### config.mk
export PLATFORM = sky130hd
export DESIGN_NAME = rst_hold_meter
export DESIGN_NICKNAME = d
export VERILOG_FILES = /design/src/rtl/rhm_pkg.sv /design/src/rtl/rhm_sync.sv /design/src/rtl/rhm_counter.sv /design/src/rtl/rhm_fsm.sv /design/src/rtl/rst_hold_meter.sv
export SDC_FILE = /design/constraint.sdc
export NUM_CORES = 1
export LEC_CHECK = 0
export ABC_CLOCK_PERIOD_IN_PS = 2400
export BUFFER_PORTS_ARGS = -buffer_cell sky130_fd_sc_hd__buf_4
export CAP_MARGIN = 30
export CORE_ASPECT_RATIO = 0.6
export CORE_MARGIN = 2
export CORE_UTILIZATION = 25
export DETAILED_ROUTE_END_ITERATION = 7
export PLACE_DENSITY_LB_ADDON = 0.12
export SETUP_SLACK_MARGIN = 0.4
export SLEW_MARGIN = 15
export SYNTH_ARGS = -nofsm -noshare
export SYNTH_HDL_FRONTEND = slang
export SYNTH_SLANG_ARGS = --single-unit
### constraint.sdc
create_clock -name clk_ref -period 2.4 [get_ports clk_ref]
set_input_delay 0.48 -clock clk_ref [delete_from_list [all_inputs] [get_ports clk_ref]]
set_output_delay 0.48 -clock clk_ref [all_outputs]
set_load 0.01 [all_outputs]
### src/rtl/rhm_pkg.sv
package rhm_pkg;

    typedef enum logic [1:0] {
        ST_IDLE  = 2'd0,
        ST_COUNT = 2'd1,
        ST_SAT   = 2'd2
    } hold_state_t;

endpackage

### src/rtl/rhm_sync.sv
module rhm_sync #(
    parameter int STAGES = 2
) (
    input  logic clk,
    input  logic rst_n,
    input  logic async_in,
    output logic sync_out
);

    logic [STAGES-1:0] chain_q;

    // Resets to the idle level (high) so no false press is seen after power-on.
    always_ff @(posedge clk or negedge rst_n) begin
        if (!rst_n) begin
            chain_q <= '1;
        end else begin
            chain_q <= {chain_q[STAGES-2:0], async_in};
        end
    end

    assign sync_out = chain_q[STAGES-1];

endmodule

### src/rtl/rhm_counter.sv
module rhm_counter #(
    parameter int CNT_W = 29
) (
    input  logic             clk,
    input  logic             rst_n,
    input  logic             clr,
    input  logic             inc,
    output logic [CNT_W-1:0] cnt,
    output logic             at_max,
    output logic             near_max
);

    localparam logic [CNT_W-1:0] MAX_VAL  = '1;
    localparam logic [CNT_W-1:0] NEAR_VAL = MAX_VAL - 1'b1;

    logic [CNT_W-1:0] cnt_q;

    assign at_max   = (cnt_q == MAX_VAL);
    assign near_max = (cnt_q == NEAR_VAL);
    assign cnt      = cnt_q;

    // Clear has priority over an increment on the same edge.
    always_ff @(posedge clk or negedge rst_n) begin
        if (!rst_n) begin
            cnt_q <= '0;
        end else if (clr) begin
            cnt_q <= '0;
        end else if (inc && !at_max) begin
            cnt_q <= cnt_q + 1'b1;
        end
    end

    assert_no_wrap_R9: assert property (@(posedge clk) disable iff (!rst_n)
        (at_max && !clr) |=> at_max);

    assert_clear_zero_R6: assert property (@(posedge clk) disable iff (!rst_n)
        clr |=> (cnt_q == '0));

    assert_step_one_R2: assert property (@(posedge clk) disable iff (!rst_n)
        !clr |=> ((cnt_q == $past(cnt_q)) || (cnt_q == $past(cnt_q) + 1'b1)));

    assert_hold_when_idle_R4: assert property (@(posedge clk) disable iff (!rst_n)
        (!inc && !clr) |=> $stable(cnt_q));

endmodule

### src/rtl/rhm_fsm.sv
module rhm_fsm
    import rhm_pkg::*;
(
    input  logic        clk,
    input  logic        rst_n,
    input  logic        line_low,
    input  logic        clr,
    input  logic        at_max,
    input  logic        near_max,
    output logic        cnt_en,
    output hold_state_t state
);

    hold_state_t state_q, state_d;

    // Next-state logic.
    always_comb begin
        state_d = state_q;
        if (clr) begin
            state_d = line_low ? ST_COUNT : ST_IDLE;
        end else begin
            unique case (state_q)
                ST_IDLE: begin
                    if (line_low) begin
                        state_d = at_max ? ST_SAT : ST_COUNT;
                    end
                end
                ST_COUNT: begin
                    if (!line_low) begin
                        state_d = ST_IDLE;
                    end else if (near_max) begin
                        state_d = ST_SAT;
                    end
                end
                ST_SAT: begin
                    state_d = ST_SAT;
                end
                default: begin
                    state_d = ST_IDLE;
                end
            endcase
        end
    end

    // State register.
    always_ff @(posedge clk or negedge rst_n) begin
        if (!rst_n) begin
            state_q <= ST_IDLE;
        end else begin
            state_q <= state_d;
        end
    end

    // Outputs.
    always_comb begin
        cnt_en = (state_q == ST_COUNT) && !clr;
        state  = state_q;
    end

    assert_idle_no_count_R3: assert property (@(posedge clk) disable iff (!rst_n)
        (state_q == ST_IDLE) |-> !cnt_en);

    assert_sat_holds_R11: assert property (@(posedge clk) disable iff (!rst_n)
        (state_q == ST_SAT && !clr) |=> (state_q == ST_SAT));

    assert_release_to_idle_R11: assert property (@(posedge clk) disable iff (!rst_n)
        (state_q == ST_COUNT && !line_low && !clr) |=> (state_q == ST_IDLE));

endmodule

### src/rtl/rst_hold_meter.sv
module rst_hold_meter #(
    parameter int CNT_W    = 29,
    parameter int DATA_W   = 32,
    parameter int CLR_BIT  = 31,
    parameter int SYNC_LEN = 2
) (
    input  logic              clk_ref,
    input  logic              por_n,
    input  logic              sys_rst_n_in,
    input  logic              wr_en,
    input  logic [DATA_W-1:0] wr_data,
    output logic [DATA_W-1:0] rd_data
);

    import rhm_pkg::*;

    localparam int PAD_W = DATA_W - CNT_W;

    logic             line_n_sync;
    logic             line_low;
    logic             clr_req;
    logic             cnt_en;
    logic             at_max;
    logic             near_max;
    logic [CNT_W-1:0] cnt;
    hold_state_t      state;

    rhm_sync #(
        .STAGES (SYNC_LEN)
    ) u_sync (
        .clk      (clk_ref),
        .rst_n    (por_n),
        .async_in (sys_rst_n_in),
        .sync_out (line_n_sync)
    );

    assign line_low = !line_n_sync;
    // The clear bit acts only on the write itself; it is never stored.
    assign clr_req  = wr_en && wr_data[CLR_BIT];

    rhm_fsm u_fsm (
        .clk      (clk_ref),
        .rst_n    (por_n),
        .line_low (line_low),
        .clr      (clr_req),
        .at_max   (at_max),
        .near_max (near_max),
        .cnt_en   (cnt_en),
        .state    (state)
    );

    rhm_counter #(
        .CNT_W (CNT_W)
    ) u_counter (
        .clk      (clk_ref),
        .rst_n    (por_n),
        .clr      (clr_req),
        .inc      (cnt_en),
        .cnt      (cnt),
        .at_max   (at_max),
        .near_max (near_max)
    );

    assign rd_data = {{PAD_W{1'b0}}, cnt};

    assert_sat_state_full_R9: assert property (@(posedge clk_ref) disable iff (!por_n)
        (state == ST_SAT) |-> at_max);

endmodule

==> results.md, run 1 <==
* Setup slack after layout at 0.476 ns
* Antenna-violating nets left at 0
* Slew Limit Fails at 0
* Clock Sinks at 33
* Fin nets at roughly 280
* Slew @ Worst Pin at ~0.55 ns
* Tcrit/Tclk final at 80.2%
* DRT iter0 DRCs at 90
* RSZ-0062 raised after global routing: true
* Num rows at 24
* Final number of setup-violating endpoints at 0
* I/O pins at 68
* Die width at 116 µm
* Die Ht at 71.1 µm
* First-pass GRT wire length at 8620 µm
* Max-cap violations at 0
* Vias in the first global route at 1527
* Routability cong. at 0.789
* Yosys cell types at 44
* Setup_tns at 0 ns
* Proportion of layout cells with a drive suffix above 1 at 25.9%
* Post-synth top area share at 41.3%
* Mapped Avg Cell Area at 9.25 µm²
* Initial antenna violation count at 0
* Max FO, Critical Path at 6
* Synth area leaders: dfrtp_1 41%, xnor2_1 8.9%, nor2_1 6.2%
* DP Worst Slack at just over 0.4 ns
* Clock Tree Buf Depth at 2
* Grt ovf at 0
* WP data required at 2.56 ns
* Top post-synthesis cells by count: 31 x dfrtp_1, 31 x nor2_1, 19 x xnor2_1
* Worst rel slew slack at 63.0%
* Worst Setup Start Kind: register
* Placed cells at 342
* Ys flop type: dfrtp_1
* Final number of hold-violating endpoints at 0
* Antenna cells at 0
* CTS tree: done
* Period minus WS final at just under 2 ns
* Post-route cell area at 2490 µm²
* Kind of critical path: register to register
* Starting density of the core at around a quarter
* Clk slew on worst S/H paths at 0.05 ns
* Clock Latency Late Sink at about 0.27 ns
* P_leak at 1.07 nW
* Crit. End Element: register
* Sequential area share after synthesis at 44.1%
* All-layer global routing usage at 13.6%
* Placed instance area at 2280 µm²
* VDD IR max at roughly 0.00035 V
* Area leader, netlist: dfrtp_1
* CORE AREA at 7270 µm²
* Routed WL at 5140 µm
* CTS Buf Count at 5
* IO buf count at 33
* Area grow syn2layout at 32.7%
* Post-Layout Cell Count at 351
* Dpl hpwl at 3740 µm
* CTS Hold Buffers Added at 0
* Via-to-Cell Ratio at roughly 4.6
* CTS HTree Levels at 2
* Final Skew at 0.00303 ns
* Root Buffer: clkbuf_16
* Cells after Synth at a little over 200
* 1st-pass router iterations at 4
* Post-synth EDFFs at 0
* Wirelength per Cell at 14.6 µm
* Critical path arrival at 2.09 ns
* Largest net degree at the start of global routing at 34
* Vias at approximately 1600
* Max Clk Rate at 520 MHz
* Syn. warnings at 0
* Worst hold path class: primary input to async pin
* FF+latch count, synth at 33
* Pwr/cell area at 603 nW/µm²
* DRC Markers at 0
* Mapped Area at 1880 µm²
* Status: finished clean
* Die area at 8240 µm²
* FFs w/ async S/R, synth at 100%
-- power by group --
part           leakage (nW)  switching (mW)  internal, mW
registers             0.443          0.0343         0.577
logic                 0.543          0.0770        0.0567
clock network        0.0841           0.239         0.519
total                  1.07           0.350          1.15
-- layout make-up --
cell class | count | area (µm²)
inverters | 4 | 15.0
repair buffers | 43 | 323
flip-flops and latches | 33 | 832
clock buffers | 7 | 143
well taps | 104 | 130
fillers | 782 | 4770
multi-input cells | 159 | 1020
clock inverters | 1 | 30.0
-- registers in the layout, summed over array words and instances, names as in the netlist --
register / flops
u_counter.cnt: 29
u_fsm.state: 2
u_sync.chain_q: 2
-- cell usage in the layout, fill, tap and decap left out, types with 2 or more instances in the layout --
master     Yosys  layout
o21bai_1       2       2
or3_1          3       3
dfstp_2        2       2
o21ai_0        2       2
nor2_1        31      31
inv_1          4       4
dfrtp_1       31      28
and3_1         4       4
xnor2_1       19      19
nand3_1        9       8
nand2_1       18      18
nand4_1       12      12
a2111oi_1      0       2
buf_4          3      43
nand2b_1       3       3
nor4_1         4       4
dfrtp_2        0       3
clkbuf_16      0       5
a31oi_1        4       4
nor3_1         4       4
conb_1         1       3
a211oi_1       3       3
a41o_1         2       2
and2_1         2       2
a21oi_1       10      10
-- layer usage --
layer	up-vias	GRT usage (%)	part of all wire (%)
li1	816	-	-
met1	759	24.0	59
met2	37	15.3	35
met3	4	3.51	4.9
met4	0	2.78	0.68
met5	-	0	0
-- logic make-up (layout without fill, tap and decap cells) --
logic type      count (synthesis)  in the layout  synth area share [%]
mux                             1              1                 0.533
fa+ha+maj                       2              2                  1.33
simple gates                  103            103                  30.4
buf+inv                        13             55                  3.33
compound gates                 30             30                  10.8
flops                          33             33                  44.1
xor+xnor                       20             20                  9.33
other cells                     1              3                 0.200
-- critical path, stage by stage, from the launching register on --
cell,delay [ns]
dfrtp_1,0.44
nand4_1,0.24
or4_4,0.60
nor3_4,0.21
a31oi_1,0.11
a41o_1,0.21
-- worst paths after layout --
check,from,slack [ns],cells after the start,endpoint
min in group clk_ref,sys_rst_n_in,0.31,1,u_sync.chain_q[0]
max in group asynchronous,por_n,1.89,1,u_counter.cnt[12]
max reg2reg,u_counter.cnt[5],0.48,5,u_counter.cnt[19]
max,u_counter.cnt[5],0.48,5,u_counter.cnt[19]
min reg2reg,u_sync.chain_q[0],0.36,0,u_sync.chain_q[1]
min,por_n,0.16,1,u_counter.cnt[25]
-- per-stage QoR --
step           utilization, %  hold WS (ns)  power, mW
6_report                 34.3         0.157       1.50
5_1_grt                  34.3         0.190       1.57
4_1_cts                  33.8         0.176       1.52
3_5_place_dp             31.4         0.347      0.753
3_3_place_gp             31.4         0.348      0.755
2_1_floorplan               -         0.184      0.682
-- what timing repair did --
| action | CTS | global route |
|---|---|---|
| setup buffers | 0 | 1 |
| resized for setup | 2 | 8 |
| pin swaps | 0 | 4 |
| setup endpoints to repair | 2 | 16 |
No activity file was read; power rests on OpenSTA's default activity.
==> run 2, diff against run 1 <==
Settings changed: ABC_CLOCK_PERIOD_IN_PS 2400 to 1600.
Clock period 2.4 ns to 1.6 ns, I/O delays scaled along.
==> results.md, run 2 (synthesis gave the netlist of run 1 again) <==
* IO buf count at 33 (unchanged)
* Clock Power Share at 44.4% (-6.0 points)
* Die area at 8240 µm² (unchanged)
* WHS at -0.00806 ns (-0.165 ns)
* Crit. End Element: register
* CTS Buf Count at 5 (unchanged)
* Routability cong. at 0.822 (+4.2%)
* Final number of setup-violating endpoints at 29 (+29)
* Psw at 579 µW (+65%)
* Final number of hold-violating endpoints at 23 (+23)
* CTS tree: done
* Setup slack after layout at -0.240 ns (-0.716 ns)
* Proportion of layout cells with a drive suffix above 1 at 59.7% (+34 points)
* Internal power at 1.72 mW (+49%)
* Clk slew on worst S/H paths at 0.05 ns (about the same)
* VDD IR max at 0.000488 V (+41%)
* Initial antenna violation count at 0 (unchanged)
* Final core utilization at 52.4% (+18 points)
* Antenna cells at 0 (unchanged)
* Vias at 2015 (+25%)
* Wirelength per Cell at 14.4 µm (-1.5%)
* Die width at 116 µm (unchanged)
* P_leak at 1.63 nW (+53%)
* DRC Markers at 0 (unchanged)
* Final Skew at 0.00388 ns (+0.000854 ns)
* Slowest-stage cell, CP: dfrtp_1
* Max FO, Critical Path at 4 (-2)
* Clock Sinks at 33 (unchanged)
* Root Buffer: clkbuf_16
* Commonest cells after routing, fill and taps aside: 70 x buf_6, 59 x buf_4, 29 x nor2_1
* Die Ht at 71.1 µm (unchanged)
* Starting density of the core at 25.8% (unchanged)
* Tcrit/Tclk final at 115% (+35 points)
* Area grow syn2layout at 103%
* CTS HTree Levels at 2 (unchanged)
* Placed instance area at 2750 µm² (+20%)
* Slew Limit Fails at 0 (unchanged)
* Kind of critical path: register to register
* DRT iter0 DRCs at 160 (+78%)
* Clock Tree Buf Depth at 2 (unchanged)
* Antenna-violating nets left at 0 (unchanged)
* CP Cell Sequence: nand4_1, buf_4, nor4_4, buf_4, nand3b_1, or3_1, a21oi_1
* Largest net degree at the start of global routing at 34 (unchanged)
* Grt ovf at 0 (unchanged)
* WP data required at 1.80 ns (-0.76 ns)
* Worst R2R Path Depth at 7 (+2)
* All-layer global routing usage at 15.7% (+2.1 points)
* Post-route cell area at 3810 µm² (+53%)
* First-pass GRT wire length at 9750 µm (+13%)
* Num rows at 24 (unchanged)
* Status: complete, but fails checks
* Routed WL at 6330 µm (+23%)
* Critical path arrival at 2.04 ns (-0.05 ns)
* Sw frac at 25.2% (+1.9 points)
* Cell mode on critical path: buf_4
* Combinational share of power at 16.7% (+7.8 points)
* Tot Pwr at 2.30 mW (+53%)
* Worst Setup Start Kind: register
* Failing checks: negative hold slack, negative setup slack
* R2R Setup Slk at -0.24 ns (-0.72 ns)
* Seq pwr share at 39.0% (-1.7 points)
* Most common cell after layout, fill and taps aside: buf_6
* CTS Hold Buffers Added at 0 (unchanged)
* Via-to-Cell Ratio at 4.59 (-0.30%)
* Pwr/cell area at 604 nW/µm² (+0.20%)
* Clock Latency Late Sink at 0.28 ns (about the same)
* Dpl hpwl at 4430 µm (+19%)
* 1st-pass router iterations at 4 (unchanged)
* Vias in the first global route at 1816 (+19%)
* I/O pins at 68 (unchanged)
* Slowest stage delay, CP at 0.36 ns (-0.24 ns)
* RR Startpoint: u_counter.cnt[15]
* FF-to-FF End: u_counter.cnt[25]
* Max-cap violations at 0 (unchanged)
* Max reg flops at 29 (unchanged)
* Fin nets at 372 (+31%)
* Period minus WS final at 1.84 ns (-0.0837 ns)
* CORE AREA at 7270 µm² (unchanged)
* Max Clk Rate at 543 MHz (+4.5%)
* RSZ-0062 raised after global routing: true
* Worst hold path class: primary input to async pin
-- run 2: final cells by class --
cell class	instances	area (µm²)
Clock buffer	7	153
Clock inverter	1	5.00
Fill cell	690	3460
Inverter	4	15.0
Multi-Input combinational cell	159	1390
Sequential cell	33	843
Tap cell	104	130
Timing Repair Buffer	131	1270
-- run 2: how the worst max path moves through the flow --
stage,from,to,slack [ns],depth (start not counted)
floorplan,u_counter.cnt[13],u_counter.cnt[9],-0.19,6
global placement,u_fsm.state[1],u_counter.cnt[21],-0.24,5
detailed placement,u_fsm.state[1],u_counter.cnt[21],-0.23,5
CTS,u_counter.cnt[15],u_counter.cnt[27],-0.21,7
global route,u_counter.cnt[15],u_counter.cnt[25],-0.35,8
finish,u_counter.cnt[15],u_counter.cnt[25],-0.24,7
-- run 2: power by group through the flow --
stage / combinational (mW) / sequential (mW) / clock (mW)
4_1_cts: 0.335 / 0.889 / 1.05
6_report: 0.383 / 0.896 / 1.02
3_3_place_gp: 0.292 / 0.899 / 0
5_1_grt: 0.422 / 0.899 / 1.09
3_5_place_dp: 0.295 / 0.901 / 0
2_1_floorplan: 0.0963 / 0.933 / 0
-- run 2: worst max-delay path: cells and delay by family, from the launching register on --
family / cells / cell delay [ns]
compound gates: 1 / 0.16
buf+inv: 2 / 0.38
flops: 1 / 0.36
simple gates: 4 / 0.86
-- run 2: timing repair --
item	4_1_cts	5_1_grt
gates resized for setup	66	70
setup endpoints to repair	60	60
cloned	0	0
buffers inserted	10	22
pin swaps	18	31
-- run 2: routing by layer --
layer	vias up	share of wire [%]	track usage, %
met5	-	0	0
met4	0	0.57	3.17
met3	5	4.7	4.46
met2	39	40	17.9
met1	976	55	27.3
li1	995	-	-
-- run 2: stage by stage --
step / setup slack, ns / std cells / setup TNS (ns)
2_1_floorplan: -0.193 / 205 / -3.19
3_3_place_gp: -0.236 / 399 / -4.20
3_5_place_dp: -0.234 / 399 / -4.18
4_1_cts: -0.213 / 417 / -3.76
5_1_grt: -0.354 / 439 / -7.21
6_report: -0.240 / 439 / -4.07
==> run 3, diff against run 2 <==
--- a/config.mk
+++ b/config.mk
@@ -14,5 +14,5 @@
 export DETAILED_ROUTE_END_ITERATION = 7
 export PLACE_DENSITY_LB_ADDON = 0.12
-export SETUP_SLACK_MARGIN = 0.4
+export SETUP_SLACK_MARGIN = 0.2
 export SLEW_MARGIN = 15
 export SYNTH_ARGS = -nofsm -noshare
==> constraint.sdc (replaced) <==
create_clock -name clk_ref -period 1.6 [get_ports clk_ref]
set_input_delay 0 -clock clk_ref [delete_from_list [all_inputs] [get_ports clk_ref]]
set_output_delay 0 -clock clk_ref [all_outputs]
set_load 0.01 [all_outputs]
==> results.md, run 3 (synthesis gave the netlist of run 1 again) <==
* Period minus WS final at 1.85 ns (+0.0120 ns)
* CTS Buf Count at 5 (unchanged)
* I/O pins at 68 (unchanged)
* Clk slew on worst S/H paths at 0.05 ns (about the same)
* Max FO, Critical Path at 4 (unchanged)
* Setup slack after layout at -0.252 ns (-0.0120 ns)
* 1st-pass router iterations at 4 (unchanged)
* Worst R2R Path Depth at 6 (-1)
* Clock Latency Late Sink at 0.27 ns (about the same)
* Slew Limit Fails at 0 (unchanged)
* Final Skew at 0.00456 ns (+0.000678 ns)
* Antenna-violating nets left at 0 (unchanged)
* Gr busiest metal: met1
* Pwr/cell area at 688 nW/µm² (+14%)
* Crit. End Element: register
* Kind of critical path: register to register
* Slowest stage delay, CP at 0.41 ns (+0.05 ns)
* Via-to-Cell Ratio at 4.58 (-0.26%)
* CORE AREA at 7270 µm² (unchanged)
* Routability cong. at 0.782 (-4.9%)
* FILL cells at 757 (+9.7%)
* Wirelength per Cell at 14.3 µm (-0.93%)
* Die width at 116 µm (unchanged)
* Most common cell after layout, fill and taps aside: buf_4
* Max Clk Rate at 540 MHz (-0.65%)
* Clock Power Share at 43.9% (-0.5 points)
* Die Ht at 71.1 µm (unchanged)
* CTS HTree Levels at 2 (unchanged)
* Final number of setup-violating endpoints at 30 (+3.4%)
* FF-to-FF End: u_counter.cnt[27]
* Worst hold path class: primary input to async pin
* Final number of hold-violating endpoints at 0 (-100%)
* Slowest-stage cell, CP: or3_1
* Seq pwr share at 40.5% (+1.5 points)
* Worst Setup Start Kind: register
* Starting density of the core at 25.8% (unchanged)
* R2R Setup Slk at -0.25 ns (about the same)
* Commonest cells after routing, fill and taps aside: 109 x buf_4, 29 x nor2_1, 19 x dfrtp_1
* RR Startpoint: u_fsm.state[1]
* Clock Sinks at 33 (unchanged)
* Proportion of layout cells with a drive suffix above 1 at 50.6% (-9.1 points)
* Root Buffer: clkbuf_16
* WP data required at 1.80 ns (about the same)
* CP Cell Sequence: nand4b_1, nor4_4, buf_4, nand3b_1, or3_1, a21oi_2
* P_leak at 1.44 nW (-12%)
* Internal power at 1.65 mW (-4.1%)
* DRC Markers at 0 (unchanged)
* All-layer global routing usage at 15.5% (-0.24 points)
* Tcrit/Tclk final at 116% (+0.75 points)
* Num rows at 24 (unchanged)
* Status: complete, but fails checks
* Critical path arrival at 2.06 ns (+0.02 ns)
* CTS tree: done
* Vias in the first global route at 1830 (+0.77%)
* Met2 usage at 19.2% (+1.3 points)
* Max-cap violations at 0 (unchanged)
* RSZ-0062 raised after global routing: true
* Sw frac at 24.7% (-0.49 points)
* Grt ovf at 0 (unchanged)
* Post-Layout Cell Count at 422 (-3.9%)
* GR Util met3 at 3.51% (-0.94 points)
* M1 GR Usage at 25.9% (-1.4 points)
* Die area at 8240 µm² (unchanged)
* IO buf count at 33 (unchanged)
* Psw at 540 µW (-6.6%)
* VDD IR max at 0.000401 V (-18%)
* Routed WL at 6030 µm (-4.8%)
* Tot Pwr at 2.19 mW (-4.7%)
* Antenna cells at 0 (unchanged)
* Largest net degree at the start of global routing at 34 (unchanged)
* Area grow syn2layout at 69.5%
* Placed cells at 402 (+0.75%)
* First-pass GRT wire length at 9690 µm (-0.64%)
* Fin nets at 355 (-4.6%)
* Clock Tree Buf Depth at 2 (unchanged)
* Dpl hpwl at 4520 µm (+2.0%)
* Initial antenna violation count at 0 (unchanged)
* Vias at 1932 (-4.1%)
* Max reg flops at 29 (unchanged)
* Failing checks: negative setup slack
* Combinational share of power at 15.6% (-1.1 points)
* DRT iter0 DRCs at 69 (-57%)
## run 3: cell count changes in the layout (fill, tap and decap cells not counted), sizes merged
cell and delta:
buf -19, dlygate4sd3 +2, clkbuf +1, clkinv -1
## run 3: power groups by stage
stage	Clock, mW	Sequential [mW]	Combinational [mW]
after floorplan	0	0.933	0.0963
after global placement	0	0.901	0.315
after detailed placement	0	0.901	0.313
after CTS	0.985	0.886	0.325
after global routing	1.02	0.891	0.377
final	0.961	0.887	0.342
## run 3: area by class of cell
type                            count  area [µm²]  area share (%)
Multi-Input combinational cell    159        1180            36.9
Timing Repair Buffer              114         872            27.4
Sequential cell                    33         843            26.5
Clock buffer                        8         146            4.60
Tap cell                          104         130            4.09
Inverter                            4        15.0           0.472
## run 3: metrics by stage
stage	setup slack, ns	utilization (%)	setup TNS, ns	hold slack (ns)	cell area, µm²
5_1_grt	-0.368	43.8	-7.26	0.272	3180
3_3_place_gp	-0.268	38.2	-3.46	-0.0179	2770
4_1_cts	-0.209	41.6	-3.92	0.235	3030
6_report	-0.252	43.8	-4.68	0.209	3180
2_1_floorplan	-0.193	-	-3.19	-0.296	1930
3_5_place_dp	-0.222	38.2	-3.83	-0.0143	2770
## run 3: per-layer routing
metal	vias to the layer above	part of all wire, %
li1	957	-
met1	924	57
met2	49	38
met3	2	5.2
met4	0	0.35
met5	-	0
## run 3: worst max-delay path: cells and delay by family (launching register included)
kind                   cells  cell delay [ns]
AOI/OAI and AO/OA          1             0.12
buffers and inverters      1             0.16
DFF                        1             0.37
and+or+nand+nor            4             1.15
## run 3: what timing repair did
item                       in CTS  in global routing
hold endpoints to repair       32                  0
setup endpoints to repair      31                 31
hold buffers                    2                  0
setup buffers                   3                  7
pin swaps                       5                 10
gates resized for setup        14                 18
## run 3: worst max-delay path by stage
stage / startpoint / to / slack, ns / cells after the start
after floorplan: u_counter.cnt[13] / u_counter.cnt[9] / -0.19 / 6
after global routing: u_fsm.state[1] / u_counter.cnt[27] / -0.37 / 6
final: u_fsm.state[1] / u_counter.cnt[27] / -0.25 / 6
after CTS: u_counter.cnt[12] / u_counter.cnt[27] / -0.21 / 7
after detailed placement: u_fsm.state[1] / u_counter.cnt[19] / -0.22 / 5
after global placement: u_counter.cnt[0] / u_counter.cnt[15] / -0.27 / 8
